File: src/rtl/irq_vector_ctrl.sv
module irq_vector_ctrl #(
  parameter int NREG = 16,
  parameter int NLVL = 32,
  parameter logic [15:0] LVL_SRC = 16'h00FF
) (
  input  logic        clk,
  input  logic        rst,
  input  logic [15:0] req_reg,
  input  logic [31:0] req_lvl,
  input  logic [2:0]  addr,
  input  logic        wr_en,
  input  logic [31:0] wdata,
  output logic [31:0] rdata,
  output logic        irq_out,
  output logic [15:0] branch_ofs
);
  localparam int HALF = NLVL / 2;
  localparam int NSRC = NREG + NLVL;
  localparam int IW   = $clog2(NSRC);

  logic [NREG-1:0] pend1, mask1, req_d;
  logic [HALF-1:0] pend2, pend3, mask2, mask3;
  logic            enh;
  logic [7:0]      code_q, code_n;
  logic [NSRC-1:0] act;
  logic [IW-1:0]   win;

  wire wr_p1 = wr_en && addr == 3'd0;
  wire wr_p2 = wr_en && addr == 3'd2;
  wire wr_p3 = wr_en && addr == 3'd4;

  wire [NREG-1:0] lvl_hi = req_reg & LVL_SRC;
  wire [NREG-1:0] set1 = lvl_hi | (req_reg & ~req_d & ~LVL_SRC);
  wire [NREG-1:0] clr1 = (wr_p1 ? wdata[NREG-1:0] : '0) & ~lvl_hi;
  wire [HALF-1:0] clr2 = (wr_p2 ? wdata[HALF-1:0] : '0) & ~req_lvl[HALF-1:0];
  wire [HALF-1:0] clr3 = (wr_p3 ? wdata[HALF-1:0] : '0) & ~req_lvl[NLVL-1:HALF];

  always_ff @(posedge clk) begin
    if (rst) begin
      pend1 <= '0; pend2 <= '0; pend3 <= '0;
      mask1 <= '0; mask2 <= '0; mask3 <= '0;
      req_d <= '0; enh <= 1'b0; code_q <= '0;
    end else begin
      req_d  <= req_reg;
      pend1  <= (pend1 & ~clr1) | set1;
      pend2  <= enh ? ((pend2 & ~clr2) | req_lvl[HALF-1:0])    : '0;
      pend3  <= enh ? ((pend3 & ~clr3) | req_lvl[NLVL-1:HALF]) : '0;
      code_q <= code_n;
      if (wr_en && addr == 3'd1) mask1 <= wdata[NREG-1:0];
      if (wr_en && addr == 3'd3) mask2 <= wdata[HALF-1:0];
      if (wr_en && addr == 3'd5) mask3 <= wdata[HALF-1:0];
      if (wr_en && addr == 3'd7) enh   <= wdata[0];
    end
  end

  assign act = {pend3 & mask3, pend2 & mask2, pend1 & mask1};

  always_comb begin
    win = '0;
    for (int i = NSRC - 1; i >= 0; i--)
      if (act[i]) win = IW'(i);
    code_n = (|act) ? 8'(win) << 2 : 8'h00;
  end

  assign irq_out    = |act;
  assign branch_ofs = {7'b0, code_q, 1'b0};

  always_comb begin
    case (addr)
      3'd0:    rdata = 32'(pend1);
      3'd1:    rdata = 32'(mask1);
      3'd2:    rdata = 32'(pend2);
      3'd3:    rdata = 32'(mask2);
      3'd4:    rdata = 32'(pend3);
      3'd5:    rdata = 32'(mask3);
      3'd6:    rdata = {code_q, 24'h0};
      default: rdata = {31'h0, enh};
    endcase
  end

  AST_MASKED_SILENT: assert property (@(posedge clk) disable iff (rst)
    (mask1 == '0 && mask2 == '0 && mask3 == '0) |-> !irq_out);
  AST_LEVEL_CAUGHT: assert property (@(posedge clk) disable iff (rst)
    1'b1 |=> ((pend1 & $past(lvl_hi)) == $past(lvl_hi)));
  AST_ENH_OFF_EMPTY: assert property (@(posedge clk) disable iff (rst)
    !enh |=> (pend2 == '0 && pend3 == '0));
  AST_REGULAR_FIRST: assert property (@(posedge clk) disable iff (rst)
    |(pend1 & mask1) |=> code_q < 8'h40);
  AST_IDLE_ZERO: assert property (@(posedge clk) disable iff (rst)
    !irq_out |=> code_q == 8'h00);
endmodule

File: config.mk
export PLATFORM = sky130hd
export DESIGN_NAME = irq_vector_ctrl
export DESIGN_NICKNAME = d
export VERILOG_FILES = /design/src/rtl/irq_vector_ctrl.sv
export SDC_FILE = /design/constraint.sdc
export NUM_CORES = 1
export LEC_CHECK = 0
export BUFFER_PORTS_ARGS = -buffer_cell sky130_fd_sc_hd__buf_4
export CAP_MARGIN = 20
export CORE_MARGIN = 1
export CORE_UTILIZATION = 50
export DETAILED_ROUTE_END_ITERATION = 12
export PLACE_DENSITY_LB_ADDON = 0.3
export SETUP_SLACK_MARGIN = 0.1
export SLEW_MARGIN = 20
export SYNTH_ARGS = -nofsm -noshare
export SYNTH_HDL_FRONTEND = slang
export SYNTH_SLANG_ARGS = --single-unit
File: constraint.sdc
create_clock -name clk -period 2.5 [get_ports clk]
set_input_delay 0.75 -clock clk [delete_from_list [all_inputs] [get_ports clk]]
set_output_delay 0.75 -clock clk [all_outputs]
set_load 0.03 [all_outputs]
==> impl_results.md, run 1 <==
* R2R setup slack at approximately 460 ps
* Ports at ~140
* RSZ-0062 raised after global routing: yes
* Worst EP arrival at slightly above 2000 ps
* TritonCTS clock tree: built
* Final Hold Fails at 0
* Via count at around 6,200
* Placement Setup Slack at -265 ps
* Die span in y at between 100 and 150 um
* Worst setup margin at -284 ps
* # setup viols final at 3
* Post-Syn Area at 5610 sq um
* Worst-Skew Late Latency at approximately 400 ps
* Tot Pwr at ~3.7 mW
* Status: finished, violations left
* Vias in the first global route at a little under 6,000
* WS Path Type: reg -> out
* Worst Hold Class: reg -> reg
* Final WL at slightly above 20 mm
* Crit path max fanout at 5
* Internal power consumption at 2.56 mW
* Maximum clock frequency at between 0.3 and 0.4 GHz
* # Max-Cap Violations at 0
* Root buffer cell: clkbuf_8
* Initial antenna violation count at 0
* Reg power frac at ~51%
* Part of the power in combinational logic at 18.4%
* Initial Util at 51.5%
* Floorplan row count at 38
* Drt via density at between 5 and 6
* Placeable Area at 10,900 sq um
* DRC at 0
* Power Density at ~460 nW/um^2
* Worst hold slack at 486 ps
* Number of H-tree levels at 3
* Post-Route Skew at about 10 ps
* CTS buffer count at 9
* CP Capture Type: primary output
* Pre-antenna DRT Iters at 7
* Clock sinks at 111
* Slew HR at slightly below 60%
* WHS Path Cells at 2
* Max clock buf depth at 2
* Overflow after GRT at 0
* RR Endpoint: code_q[3]
* Post-synth ARST share at 0%
* First-pass GRT wire length at 31.4 mm
* Most used flip-flop cell after synthesis: dfxtp_1
* Total GRT Usage at a little over a third
* Final ANT Viol Nets at 0
* Ratio of cells with drive above 1 in the final layout at about 34%
* R2r startpoint: mask3[12]
* Final min period at around 2800 ps
* Worst slew pin tran at approximately 620 ps
* WHS Endpoint: mask1[2]
* Switching part of the total at ~31%
* Cells on worst reg2reg path at 8
* Most common cell after layout, fill and taps aside: nand2_1
* Syn-to-layout area delta at 43.9%
* Die W at ~110 um
* I/O Buffers at 98
* Failing checks: negative setup slack
* Final nets at approximately 980
* Net Sw Power at around 1.1 mW
* Startpoint Class: flip-flop
* Critical Path RT at 1750 ps
* Period Utilization, post-route at 111%
* EDFF count, synth at 0
* Ys Warns at 0
* Most frequent cells in the layout: nand2_1, buf_4, a21oi_1, dfxtp_1, nor2_1
* Final slew viol count at 0
* Ant. Diodes at 0
* Pleak at 3.19 nW
* Hold Startpoint: mask1[2]
* Largest net degree at the start of global routing at between 40 and 50
* Flops & latches, synth at 111
* Mean Syn Cell Area at approximately 7.6 sq um
* Per-cell routed wire length at between 15 and 20 um
* Final Wtd Congestion at roughly 0.96
* Clk pwr share at between 30% and 40%
* DRT iter0 DRCs at slightly above 800
* Seq/Total Area, Yosys at approximately two fifths
* Clk pin slew, worst setup/hold paths at between 100 and 150 ps
* Die footprint at ~12,000 sq um
* Peak supply drop at between 0.5 and 0.6 mV
* Synth unique cells at between 50 and 60
* Synth Instances at 738
* Share of the core filled with cells at between 70 and 80%
* Post-detail-place hpwl at 14.6 mm
==> Yosys cell counts (4+ instances only) <==
master,n,share of area (%)
nand2b_1,5,0.56
mux2i_1,22,3.9
o21ai_0,8,0.71
nand2_1,194,13
a32oi_1,5,0.78
nand4_1,5,0.56
nor2_1,73,4.9
a21oi_1,124,11
o221ai_1,5,0.78
mux2_2,5,1.0
inv_1,4,0.27
and2_1,10,1.1
clkbuf_1,13,0.87
nand3_1,12,1.1
a22oi_1,23,3.1
nor2b_1,21,2.3
a211oi_1,7,0.94
buf_4,26,3.5
o22ai_1,5,0.56
buf_2,13,1.2
dfxtp_1,111,40
==> logic make-up (layout without fill, tap and decap cells) <==
logic type | count (synthesis) | count (layout) | share of synthesized area, %
simple gates | 335 | 335 | 25.9
compound gates | 200 | 200 | 21.9
flops | 111 | 111 | 39.6
buf+inv | 61 | 207 | 6.27
mux | 30 | 30 | 6.14
other cells | 1 | 20 | 0.0669
==> worst max-delay path, stage by stage (launching register included) <==
cell and delay [ps]:
dfxtp_1 380, a22oi_1 270, nand2_1 210, nor3_2 290, and4_4 280, nand2_2 60, buf_6 140
==> area by class of cell <==
type / count / area (sq um)
clock buffers: 10 / 138
clock inverters: 6 / 70.1
fillers: 809 / 2820
inverters: 5 / 23.8
multi-input cells: 585 / 3670
flip-flops and latches: 111 / 2230
well taps: 140 / 175
repair buffers: 186 / 1760
==> how the worst max path moves through the flow <==
stage | startpoint | endpoint | cells past startpoint
floorplan | addr[2] | rdata[13] | 4
global placement | addr[0] | rdata[0] | 7
detailed placement | addr[0] | rdata[0] | 7
CTS | mask3[12] | irq_out | 6
global route | pend3[11] | irq_out | 6
finish | pend3[5] | irq_out | 6
==> stage by stage <==
step / instances / area (sq um) / setup TNS [ps]
finish: 1043 / 8070 / -356
detailed placement: 1003 / 7050 / -3260
floorplan: 757 / 5940 / 0
global placement: 1003 / 7050 / -2830
global route: 1043 / 8070 / -453
CTS: 1036 / 7920 / -288
==> metal layers <==
metal  track usage, %  vias to the layer above  part of all wire [%]
met5                0                        -                     0
met2             58.2                      369                    47
met3             6.60                       71                    10
li1                 -                     2841                     -
met1             47.2                     2944                    39
met4             15.2                        0                   3.7
==> state kept, by name, summed over array words and instances, names as in the netlist <==
| signal | flops |
|---|---|
| pend3 | 16 |
| req_d | 8 |
| mask2 | 16 |
| enh | 1 |
| code_q | 6 |
| pend2 | 16 |
| mask3 | 16 |
| mask1 | 16 |
| pend1 | 16 |
==> power groups by stage <==
| stage | logic, mW | registers, mW | clock network (mW) |
|---|---|---|---|
| 2_1_floorplan | 0.335 | 1.89 | 0 |
| 4_1_cts | 0.654 | 1.87 | 1.15 |
| 5_1_grt | 0.718 | 1.88 | 1.21 |
| 6_report | 0.682 | 1.87 | 1.14 |
| 3_5_place_dp | 0.552 | 1.91 | 0 |
| 3_3_place_gp | 0.543 | 1.90 | 0 |
==> timing repair <==
item,4_1_cts,5_1_grt
hold buffers,0,0
gates resized for setup,121,19
endpoints found under the setup margin,23,22
pin swaps,36,17
setup buffers,14,7
gates cloned,3,0
hold endpoints to repair,0,0
Note: power is estimated with default switching activity, not from simulation.
==> run 2: changes to the inputs <==
- REMOVE_ABC_BUFFERS: not set -> 1
==> impl_results.md, run 2 (synthesis results as in run 1) <==
* Pre-antenna DRT Iters at 6
* Crit path max fanout at 4
* Ratio of cells with drive above 1 in the final layout at 31.1%
* Die footprint at around 12,000 sq um
* Part of the power in combinational logic at a little under a fifth
* WS Path Type: reg -> out
* Drt via density at roughly 6
* Placeable Area at about 11,000 sq um
* Final Wtd Congestion at 0.969
* Post-detail-place hpwl at around 14 mm
* Ant. Diodes at 0
* Critical Path RT at between 1500 and 2000 ps
* Root buffer cell: clkbuf_8
* Period Utilization, post-route at 108%
* Maximum clock frequency at between 0.3 and 0.4 GHz
* Net Sw Power at 980 uW
* Die W at roughly 110 um
* Worst slew pin tran at just under 500 ps
* Initial Util at 51.5%
* R2r startpoint: mask3[9]
* R2R setup slack at ~200 ps
* CP cell instances: a22oi_1, nand4_1, nor2_1, and4_4, nand2_2, buf_6
* CTS buffer count at 9
* Clk pin slew, worst setup/hold paths at roughly 90 ps
* Final ANT Viol Nets at 0
* WHS Path Cells at 2
* # setup viols final at 1
* Hold-fix buffers, CTS at 0
* CP max-delay cell: a22oi_1
* Clk pwr share at roughly 28%
* DRC at 0
* Cells on worst reg2reg path at 12
* Final WL at between 20 and 25 mm
* Peak supply drop at roughly 0.46 mV
* Power Density at about 450 nW/um^2
* Finished Layout Cells at 1,054
* Worst-Skew Late Latency at approximately 400 ps
* Switching part of the total at ~28%
* RR Endpoint: code_q[5]
* Placement Setup Slack at -231 ps
* Final Hold Fails at 0
* Final slew viol count at 0
* Largest net degree at the start of global routing at 69
* Tot Pwr at approximately 3.5 mW
* CP Capture Type: primary output
* Final nets at 996
* Per-cell routed wire length at slightly below 20 um
* Placed cells at 1,008
* Syn-to-layout area delta at 37.7%
* Buffers plus inverters on the worst setup path at 1
* Dpl cell area at about 6800 sq um
* Worst Hold Class: reg -> reg
* Ports at ~140
* Clock sinks at between 100 and 150
* Overflow after GRT at 0
* DRT iter0 DRCs at approximately 700
* Status: finished, violations left
* Max clock buf depth at 2
* Reg power frac at 53.5%
* Worst setup margin at -198 ps
* Critical path's largest stage delay at about 370 ps
* I/O Buffers at 98
* Final min period at 2700 ps
* WHS Endpoint: mask1[6]
* Cell family with most CP delay: simple AND/OR/NAND/NOR gates
* Most common cell after layout, fill and taps aside: nand2_1
* First-pass GRT wire length at around 31 mm
* Initial antenna violation count at 0
* Via count at 6,211
* Worst EP arrival at 1950 ps
* Vias in the first global route at 5,757
* Failing checks: negative setup slack
* Slew HR at 66.3%
* Hold Startpoint: mask1[6]
* Total GRT Usage at between 30% and 40%
* Most frequent cells in the layout: nand2_1, buf_4, a21oi_1, dfxtp_1, nor2_1
* Die span in y at 108 um
* Pleak at 3.17 nW
* Final Cell Area at 7720 sq um
* Internal power consumption at between 2 and 2.5 mW
* RSZ-0062 raised after global routing: yes
* Post-Route Skew at between 15 and 20 ps
* Number of H-tree levels at 3
* TritonCTS clock tree: built
* # Max-Cap Violations at 0
* Floorplan row count at 38
* Startpoint Class: flip-flop
-- run 2: area by class of cell --
cell class                      count  area, sq um
Clock inverter                      1         5.00
Inverter                            5         23.8
Multi-Input combinational cell    585         3360
Fill cell                         918         3170
Tap cell                          140          175
Sequential cell                   111         2230
Clock buffer                       14          153
Timing Repair Buffer              198         1770
-- run 2: metal layers --
layer	up-vias	GRT usage (%)	routed length [um]
met3	54	6.78	1910
li1	2863	-	-
met5	-	0	0
met2	391	60.3	9730
met1	2903	46.3	8250
met4	0	13.6	599
-- run 2: worst max path at each step --
stage | start | endpoint | slack (ps) | depth (start not counted)
global route | mask1[7] | irq_out | -260 | 6
finish | mask2[9] | irq_out | -200 | 6
floorplan | addr[2] | rdata[5] | -20 | 3
global placement | addr[0] | rdata[4] | -230 | 7
CTS | mask3[15] | irq_out | -160 | 6
detailed placement | addr[0] | rdata[4] | -230 | 7
-- run 2: stage by stage --
stage,setup TNS [ps],hold WS [ps],util [%]
after CTS,-228,478,69.7
after floorplan,-32.7,438,-
after global routing,-302,502,70.9
after global placement,-2740,451,62.5
final,-198,475,70.9
after detailed placement,-3130,466,62.5
-- run 2: power groups by stage --
| stage | registers, mW | clock network [mW] | logic [mW] |
|---|---|---|---|
| 2_1_floorplan | 1.89 | 0 | 0.224 |
| 3_3_place_gp | 1.90 | 0 | 0.513 |
| 3_5_place_dp | 1.90 | 0 | 0.521 |
| 4_1_cts | 1.86 | 0.978 | 0.608 |
| 5_1_grt | 1.87 | 1.05 | 0.680 |
| 6_report | 1.86 | 0.976 | 0.642 |
-- run 2: worst min-delay path, stage by stage, from the launching register on --
cell	delay, ps
dfxtp_1	330
nand2_1	60
a21oi_1	50
-- run 2: repair_timing --
action                     4_1_cts  5_1_grt
buffers inserted                25        6
setup endpoints to repair       23       18
pin swaps                       22       19
cloned                           4        0
resized for setup               88       26
